`src/rtl/dts_pkg.sv`:
```
package dts_pkg;
  parameter int unsigned TAG_W = 4;
  parameter int unsigned LEN_W = 2;

  typedef struct packed {
    logic             wr;
    logic [LEN_W-1:0] len;
    logic [TAG_W-1:0] tag;
  } dts_entry_t;

  typedef enum logic {
    TEN_IDLE = 1'b0,
    TEN_XFER = 1'b1
  } ten_state_t;
endpackage

```
`src/rtl/dts_rst_sync.sv`:
```
module dts_rst_sync #(
  parameter int unsigned STAGES = 2
) (
  input  logic clk,
  input  logic rst_n,
  output logic rst_n_sync
);
  logic [STAGES-1:0] chain_q;

  always_ff @(posedge clk or negedge rst_n) begin
    if (!rst_n) chain_q <= '0;
    else        chain_q <= {chain_q[STAGES-2:0], 1'b1};
  end

  assign rst_n_sync = chain_q[STAGES-1];
endmodule

```
`src/rtl/dts_queue.sv`:
```
module dts_queue
  import dts_pkg::*;
#(
  parameter int unsigned DEPTH = 4,
  localparam int unsigned IDX_W = (DEPTH > 1) ? $clog2(DEPTH) : 1,
  localparam int unsigned CNT_W = $clog2(DEPTH + 1)
) (
  input  logic                   clk,
  input  logic                   rst_n,
  input  logic                   push_en,
  input  dts_entry_t             push_ent,
  input  logic                   pop_en,
  input  logic [IDX_W-1:0]       pop_idx,
  output dts_entry_t [DEPTH-1:0] ents,
  output logic [DEPTH-1:0]       wr_mask,
  output logic [CNT_W-1:0]       level,
  output logic                   full
);
  dts_entry_t [DEPTH-1:0] mem_q, mem_d;
  logic [CNT_W-1:0]       lvl_q, lvl_d, lvl_after;
  logic                   mem_en;

  // next-state: close the gap left by a pop, then append at the tail
  always_comb begin
    lvl_after = lvl_q - (pop_en ? CNT_W'(1) : CNT_W'(0));
    mem_d     = mem_q;
    for (int i = 0; i < int'(DEPTH) - 1; i++) begin
      if (pop_en && (IDX_W'(i) >= pop_idx)) mem_d[i] = mem_q[i+1];
    end
    for (int i = 0; i < int'(DEPTH); i++) begin
      if (push_en && (lvl_after == CNT_W'(i))) mem_d[i] = push_ent;
    end
    lvl_d  = lvl_after + (push_en ? CNT_W'(1) : CNT_W'(0));
    mem_en = push_en | pop_en;
  end

  always_ff @(posedge clk or negedge rst_n) begin
    if (!rst_n)      lvl_q <= '0;
    else if (mem_en) lvl_q <= lvl_d;
  end

  always_ff @(posedge clk) begin
    if (mem_en) mem_q <= mem_d;
  end

  always_comb begin
    for (int i = 0; i < int'(DEPTH); i++) begin
      wr_mask[i] = mem_q[i].wr && (CNT_W'(i) < lvl_q);
    end
  end

  assign ents  = mem_q;
  assign level = lvl_q;
  assign full  = (lvl_q == CNT_W'(DEPTH));
endmodule

```
`src/rtl/dts_pick.sv`:
```
module dts_pick #(
  parameter int unsigned DEPTH = 4,
  localparam int unsigned IDX_W = (DEPTH > 1) ? $clog2(DEPTH) : 1,
  localparam int unsigned CNT_W = $clog2(DEPTH + 1)
) (
  input  logic [DEPTH-1:0] wr_mask,
  input  logic [CNT_W-1:0] level,
  input  logic             wr_only,
  output logic [IDX_W-1:0] pick_idx,
  output logic             pick_ok
);
  logic [IDX_W-1:0] wr_idx;
  logic             wr_hit;

  // lowest index wins: scan from the youngest slot down to the oldest
  always_comb begin
    wr_idx = '0;
    wr_hit = 1'b0;
    for (int i = int'(DEPTH) - 1; i >= 0; i--) begin
      if (wr_mask[i]) begin
        wr_idx = IDX_W'(i);
        wr_hit = 1'b1;
      end
    end
  end

  assign pick_ok  = (level != '0);
  assign pick_idx = (wr_only && wr_hit) ? wr_idx : '0;
endmodule

```
`src/rtl/dts_tenure.sv`:
```
module dts_tenure
  import dts_pkg::*;
#(
  parameter int unsigned DEPTH = 4,
  localparam int unsigned IDX_W = (DEPTH > 1) ? $clog2(DEPTH) : 1
) (
  input  logic             clk,
  input  logic             rst_n,
  input  logic             grant_req,
  input  logic [IDX_W-1:0] pick_idx,
  input  dts_entry_t       pick_ent,
  input  logic             beat_ack,
  output logic             busy,
  output dts_entry_t       cur_ent,
  output logic             pop_en,
  output logic [IDX_W-1:0] pop_idx
);
  ten_state_t       st_q, st_d;
  logic [LEN_W-1:0] beat_q, beat_d;
  logic [IDX_W-1:0] idx_q;
  dts_entry_t       ent_q;
  logic             load_en, last_beat;

  assign last_beat = beat_ack && (beat_q == ent_q.len);

  always_comb begin
    st_d    = st_q;
    beat_d  = beat_q;
    load_en = 1'b0;
    unique case (st_q)
      TEN_IDLE: begin
        if (grant_req) begin
          st_d    = TEN_XFER;
          beat_d  = '0;
          load_en = 1'b1;
        end
      end
      TEN_XFER: begin
        if (last_beat)     st_d   = TEN_IDLE;
        else if (beat_ack) beat_d = beat_q + LEN_W'(1);
      end
      default: st_d = TEN_IDLE;
    endcase
  end

  always_ff @(posedge clk or negedge rst_n) begin
    if (!rst_n) begin
      st_q   <= TEN_IDLE;
      beat_q <= '0;
    end else begin
      st_q   <= st_d;
      beat_q <= beat_d;
    end
  end

  always_ff @(posedge clk) begin
    if (load_en) begin
      idx_q <= pick_idx;
      ent_q <= pick_ent;
    end
  end

  assign busy    = (st_q == TEN_XFER);
  assign cur_ent = ent_q;
  assign pop_en  = busy && last_beat;
  assign pop_idx = idx_q;
endmodule

```
`src/rtl/data_tenure_sel.sv`:
```
module data_tenure_sel
  import dts_pkg::*;
#(
  parameter int unsigned DEPTH = 4,
  localparam int unsigned IDX_W = (DEPTH > 1) ? $clog2(DEPTH) : 1,
  localparam int unsigned CNT_W = $clog2(DEPTH + 1)
) (
  input  logic             clk,
  input  logic             rst_n,
  input  logic             push_valid,
  input  logic             push_write,
  input  logic [TAG_W-1:0] push_tag,
  input  logic [LEN_W-1:0] push_len,
  input  logic             aretry_n,
  input  logic             dgrant_n,
  input  logic             wr_only_n,
  input  logic             xfer_ack_n,
  output logic             dbusy_n,
  output logic [TAG_W-1:0] act_tag,
  output logic             act_write,
  output logic [CNT_W-1:0] q_level,
  output logic             q_full
);
  logic                   rst_n_int;
  logic                   push_en, pop_en, grant_req, pick_ok, busy;
  logic [IDX_W-1:0]       pick_idx, pop_idx;
  logic [DEPTH-1:0]       wr_mask;
  dts_entry_t [DEPTH-1:0] ents;
  dts_entry_t             push_ent, cur_ent;

  dts_rst_sync #(.STAGES(2)) u_rst (
    .clk        (clk),
    .rst_n      (rst_n),
    .rst_n_sync (rst_n_int)
  );

  assign push_ent  = '{wr: push_write, len: push_len, tag: push_tag};
  assign push_en   = push_valid && aretry_n && !q_full;
  assign grant_req = !dgrant_n && aretry_n && pick_ok && !busy;

  dts_queue #(.DEPTH(DEPTH)) u_queue (
    .clk      (clk),
    .rst_n    (rst_n_int),
    .push_en  (push_en),
    .push_ent (push_ent),
    .pop_en   (pop_en),
    .pop_idx  (pop_idx),
    .ents     (ents),
    .wr_mask  (wr_mask),
    .level    (q_level),
    .full     (q_full)
  );

  dts_pick #(.DEPTH(DEPTH)) u_pick (
    .wr_mask  (wr_mask),
    .level    (q_level),
    .wr_only  (!wr_only_n),
    .pick_idx (pick_idx),
    .pick_ok  (pick_ok)
  );

  dts_tenure #(.DEPTH(DEPTH)) u_tenure (
    .clk       (clk),
    .rst_n     (rst_n_int),
    .grant_req (grant_req),
    .pick_idx  (pick_idx),
    .pick_ent  (ents[pick_idx]),
    .beat_ack  (!xfer_ack_n),
    .busy      (busy),
    .cur_ent   (cur_ent),
    .pop_en    (pop_en),
    .pop_idx   (pop_idx)
  );

  assign dbusy_n   = !busy;
  assign act_tag   = cur_ent.tag;
  assign act_write = cur_ent.wr;
endmodule

```
`config.mk`:
```
export PLATFORM = sky130hd
export DESIGN_NAME = data_tenure_sel
export DESIGN_NICKNAME = d
export VERILOG_FILES = /design/src/rtl/dts_pkg.sv /design/src/rtl/dts_rst_sync.sv /design/src/rtl/dts_queue.sv /design/src/rtl/dts_pick.sv /design/src/rtl/dts_tenure.sv /design/src/rtl/data_tenure_sel.sv
export SDC_FILE = /design/constraint.sdc
export NUM_CORES = 1
export LEC_CHECK = 0
export ABC_CLOCK_PERIOD_IN_PS = 1000
export BUFFER_PORTS_ARGS = -buffer_cell sky130_fd_sc_hd__buf_2
export CAP_MARGIN = 20
export CORE_ASPECT_RATIO = 0.9
export CORE_UTILIZATION = 29
export CTS_CLUSTER_DIAMETER = 120
export DETAILED_ROUTE_END_ITERATION = 10
export SETUP_SLACK_MARGIN = 0.1
export SLEW_MARGIN = 30
export SYNTH_ARGS = -nofsm -noshare
export SYNTH_HDL_FRONTEND = slang
export SYNTH_SLANG_ARGS = --single-unit
```
`constraint.sdc`:
```
create_clock -name clk -period 1 [get_ports clk]
set_clock_uncertainty 0.05 [all_clocks]
set_input_delay 0.1 -clock clk [delete_from_list [all_inputs] [get_ports clk]]
set_output_delay 0.1 -clock clk [all_outputs]
set_load 0.005 [all_outputs]
```
Yosys cells after proc, flatten, opt, wreduce, memory -nomap -nowiden
Index checks and enable logic that the tools add are counted.
{"block": "op_classes", "addsub": 3, "mul": 0, "div": 0, "magnitude_cmp": 8, "eq_ne": 8, "n_shift": 0, "muxes": 27, "bitwise": 2, "n_reduce_logical": 34}
{"op": "$mux 7", "count": 7}
{"op": "$logic_and 1x1->1", "count": 19}
{"op": "$mux 2", "count": 8}
{"op": "$bmux 7 s2", "count": 1}
{"op": "$mux 1", "count": 9}
{"op": "$reduce_and 2->1", "count": 4}
{"op": "$eq 3x2->1 const B", "count": 2}
{"op": "$lt 1x3->1 const A", "count": 2}
{"op": "$lt 2x3->1 const A", "count": 2}
{"op": "$ne 2x2->1 const B", "count": 3}
{"op": "$reduce_bool 2->1", "count": 3}
{"op": "$logic_not 1->1", "count": 5}
{"op": "$ge 1x2->1 const A", "count": 2}
{"op": "$pmux 2 s2", "count": 1}
{"op": "$add 3x3->3", "count": 1}
{"op": "$eq 3x1->1 const B", "count": 1}
{"op": "$eq 3x3->1 const B", "count": 1}
{"op": "$logic_not 3->1", "count": 1}
{"op": "$lt 2x3->1 const B", "count": 1}
{"op": "$reduce_and 3->1", "count": 1}
{"op": "$reduce_bool 3->1", "count": 1}
{"op": "$sub 3x3->3", "count": 1}
{"op": "$add 2x1->2 const B", "count": 1}
{"op": "$eq 2x2->1", "count": 1}
{"op": "4 further kinds", "count": 4}
{"block": "word_totals", "regBits": 45, "latch_bits": 0, "ram_bits": 0, "mem_bits_ro": 0, "in_bits": 14, "out_inout_bits": 10, "elab_cells": 102, "n_memories": 0}

Logic depth before layout (Yosys ltp)
{"block": "logic_depth", "word_depth": 10, "ltp_mapped": 10}

Hierarchy
Synthesis repeated with hierarchy kept, for this count alone.
{"block": "hier_totals", "cells_unflattened": 142, "hier_area_um2": 2177.1}
{"module": "dts_queue", "instances": 1, "cells_per_inst": 87, "area_each_um2": 1416.4, "seq_area_each_um2": 915.9}
{"module": "dts_tenure", "instances": 1, "cells_per_inst": 31, "area_each_um2": 467.9, "seq_area_each_um2": 345.3}
{"module": "data_tenure_sel", "instances": 1, "cells_per_inst": 14, "area_each_um2": 202.7, "seq_area_each_um2": 0.0}
{"module": "dts_rst_sync", "instances": 1, "cells_per_inst": 3, "area_each_um2": 53.8, "seq_area_each_um2": 50.0}
{"module": "dts_pick", "instances": 1, "cells_per_inst": 7, "area_each_um2": 36.3, "seq_area_each_um2": 0.0}

Worst setup path after synthesis
Ideal clock, no wire load.
{"block": "synth_timing", "kind": "reg2reg", "from": "reg u_tenure.ent_q (netlist bit u_tenure.cur_ent[4])", "to": "reg u_queue.mem_q (netlist bit u_queue.ents[0]) (enable)", "setup_ns": 0.383, "t_arrival_ns": 2.168, "setup_slack_ns": -1.602, "stages_incl_launch_ff": 11, "path_cell_list": "edfxtp_1 > xnor2_1 > nand3_1 > inv_1 > ha_1 > ha_1 > o211a_1 > o211ai_1 > or3_1 > buf_2 > o31ai_1"}
{"block": "synth_between", "elab_chain_cells": 9, "word_cells_on_any_way": 11, "cone_classes": "1 x add/sub; 1 x eq/ne; 1 x mux; 1 x bitwise; 7 x reduce/logical"}
{"item": "start: declaration", "line": "dts_tenure.sv:21", "rtl": "dts_entry_t ent_q;"}
{"item": "start signal: assignment", "line": "dts_tenure.sv:59", "rtl": "ent_q <= pick_ent;"}
{"item": "$eq 2x2->1 (*)", "line": "dts_tenure.sv:24", "rtl": "assign last_beat = beat_ack && (beat_q == ent_q.len);"}
{"item": "$logic_and 1x1->1 (*)", "line": "dts_tenure.sv:24"}
{"item": "$logic_and 1x1->1 (*)", "line": "dts_tenure.sv:65", "rtl": "assign pop_en = busy && last_beat;"}
{"item": "$mux 1", "line": "dts_queue.sv:25", "rtl": "lvl_after = lvl_q - (pop_en ? CNT_W'(1) : CNT_W'(0));"}
{"item": "$sub 3x3->3", "line": "dts_queue.sv:25"}
{"item": "$logic_not 3->1", "line": "dts_queue.sv:31", "rtl": "if (push_en && (lvl_after == CNT_W'(i))) mem_d[i] = push_ent;"}
{"item": "$logic_and 1x1->1", "line": "dts_queue.sv:31"}
{"item": "$reduce_bool 2->1 (no line)"}
{"item": "$reduce_and 2->1 (no line) (*)"}
{"item": "end signal: assignment", "line": "dts_queue.sv:43", "rtl": "if (mem_en) mem_q <= mem_d;"}
{"item": "end: declaration", "line": "dts_queue.sv:19", "rtl": "dts_entry_t [DEPTH-1:0] mem_q, mem_d;"}
Mark *: on every way between the ends. The rest lies on a longest branch, timed or not.
A chain may end at the register's enable or synchronous reset.

==> flow_summary.ini <==
[detailed_routing]
viasPerCell = 4.88
vias = 1707
avgRoutedWirePerCell_microns = 14.9
drt-initial-drc-count = 112
drcViolationCount = 0
drtPass1Iterations = 4
antenna_left = 0
drt-total-wl_microns = 5210

[logic_synthesis]
synth_area_sq_um = 2290
yosys.area.top_type = edfxtp_1
ys_warn_count = 0
netlist_top_cells_area = edfxtp_1 49%, mux2_2 10%, dfrtp_1 8.7%
avgSynthCellArea_sq_um = 13.0
yosysUniqueCellTypes = 41
syn_nets = 193
synth_cells = 176
synth-edff-count = 37
ys.flop_type = edfxtp_1
yosys_register_bits = 45
synth_top_area_share_pct = 48.6
yosysSeqAreaShare_pct = 57.3
async_flop_share_pct = 17.8

[cts]
cts.sinks = 45
cts_buffer_depth = 2
cts_tree = done
ctsHtreeMaxLevel = 2
path_clk_slew_ns = 0.09
cts_inserted_buffers = 5
clockRootBuffer = clkbuf_8
insertion_delay_ns = 0.30

[timing]
rsz0062_at_grt = true
fin_crit_ns = 2.43
worst_slack_ns = -1.43
period_share_pct = 243
slew_viol_final = 0
hold_viol_final = 0
setup_violations = 78
timing.fmax_mhz = 412

[run]
drv_cap = 0

[setup_path]
required_ns = 1.01
crit_arrival_ns = 2.44
crit_type = register to register
cp-start-kind = register
path_max_fanout = 8
end_kind = register

[floorplanning]
rows = 30
die_area_sq_um = 8250
start_util_pct = 30.2
die_w_microns = 95.6
die_y_microns = 86.3
core_sq_um = 7580
num_io_pins = 24

[power]
power-per-cell-area_nw_per_um2 = 2340
peakVddDrop_mv = 0.807
leakage_nw = 1.32

[finish]
fin_area_sq_um = 3380
layout_commonest_cell = edfxtp_1
final_cell_mix = 37 x edfxtp_1, 30 x buf_4, 20 x buf_2, 20 x buf_6, 15 x mux2_4
fin_cells = 350
antenna_cells = 0
area_growth_pct = 47.5
drive_gt1_share_pct = 55.9
layout.nets = 270
num-fill-cells = 662

[outcome]
outcome = finished, violations left
failed_checks = negative setup slack

[global_route]
antenna_found_initial = 0
grt_use_total_pct = 13.4
overflow = 0
grt_pass1_wl_microns = 8340
grt_pass1_vias = 1713
grt_max_degree = 17

[placed_design]
gp_congestion = 0.789
port_buffers = 23
dp.cells = 325
post_dp_cell_area_sq_um = 2900
place_hpwl_microns = 3630

[worst_hold_path]
hold_path_class = register to asynchronous set/reset pin
[area by class of cell]
| class | instances | area (sq um) | share of cell area [%] |
|---|---|---|---|
| clock inverters | 3 | 25.0 | 0.741 |
| clock buffers | 5 | 68.8 | 2.04 |
| multi-input cells | 111 | 1120 | 33.2 |
| flip-flops and latches | 45 | 1310 | 38.9 |
| well taps | 96 | 120 | 3.56 |
| repair buffers | 81 | 691 | 20.5 |
| inverters | 9 | 36.3 | 1.07 |
[per-stage QoR]
stage / util, % / TNS [ns] / setup WS (ns) / hold slack [ns] / total power, mW
2_1_floorplan: - / -84.64 / -1.48 / -0.246 / 4.74
3_3_place_gp: 38.3 / -86.12 / -1.44 / -0.164 / 5.84
3_5_place_dp: 38.3 / -88.56 / -1.50 / -0.160 / 5.88
4_1_cts: 43.0 / -86.28 / -1.47 / 0.0461 / 7.59
5_1_grt: 44.5 / -94.73 / -1.54 / 0.0700 / 8.39
6_report: 44.5 / -87.16 / -1.43 / 0.0533 / 7.90
[flip-flops by register name, indices dropped and copies added (netlist names)]
signal and flops:
u_tenure.busy 1, u_queue.level 3, u_tenure.cur_ent 7, u_rst.chain_q 2, u_tenure.pop_idx 2, u_tenure.beat_q 2
u_queue.ents 28
[path summary, 6_finish.rpt]
kind                                           startpoint                             end  slack [ns]  depth (start not counted)
min in group clk                               xfer_ack_n  u_tenure.beat_q[0]$_DFFE_PN0P_        0.10                          3
setup reg to reg           u_tenure.beat_q[1]$_DFFE_PN0P_       u_queue.ents[9]$_DFFE_PP_       -1.43                         11
hold reg to reg                u_rst.chain_q[1]$_DFF_PN0_    u_queue.level[0]$_DFFE_PN0P_        0.05                          0
setup / recovery           u_tenure.beat_q[1]$_DFFE_PN0P_       u_queue.ents[9]$_DFFE_PP_       -1.43                         11
max in group asynchronous      u_rst.chain_q[1]$_DFF_PN0_  u_tenure.beat_q[0]$_DFFE_PN0P_        0.62                          0
hold / removal                 u_rst.chain_q[1]$_DFF_PN0_    u_queue.level[0]$_DFFE_PN0P_        0.05                          0
[what timing repair did]
item                       4_1_cts  5_1_grt
hold buffers                     8        0
resized for setup               35       22
cloned                           1        1
setup endpoints to repair       83       83
hold endpoints to repair         9        0
buffers inserted                 4        4
pin swaps                        3        3
[report_power, final]
group | internal, mW | switching (mW) | total [mW] | leakage, nW
Clock | 0.505 | 0.672 | 1.18 | 0.0447
Combinational | 2.17 | 1.75 | 3.92 | 0.848
Sequential | 2.53 | 0.275 | 2.81 | 0.429
[worst max-delay path, cell delays in order (launching register included)]
cell	delay, ns
dfrtp_1	0.42
xnor2_2	0.21
nand3_2	0.12
inv_2	0.08
ha_4	0.13
ha_4	0.13
o211a_1	0.13
o211ai_1	0.12
buf_4	0.17
nor3_4	0.14
buf_12	0.15
mux2_2	0.32
[logic make-up after synthesis]
kind of cell	share of synthesized area (%)
AO/OA/AOI/OAI	13.9
flip-flops	57.3
multiplexers	11.3
other	0.164
adder cells (fa/ha/maj)	1.64
AND/OR/NAND/NOR	7.38
buffers and inverters	5.63
XOR/XNOR	2.68
[Yosys cell counts (4+ instances only)]
cell type	n
a31oi_1	6
a21oi_1	6
mux2_2	21
edfxtp_1	37
inv_1	9
buf_6	4
dfrtp_1	8
nand3_1	10
o21ai_0	18
a32oi_1	6
buf_4	5
xor2_1	4
[routing by layer]
layer	routed length, microns	share of wire [%]	up-vias	global-route usage, %
met3	205	3.9	10	1.93
met2	2470	47	46	21.2
li1	-	-	829	-
met4	123	2.4	0	6.11
met5	0	0	-	0
met1	2410	46	822	18.2
Power figures use the tool's default switching activity.
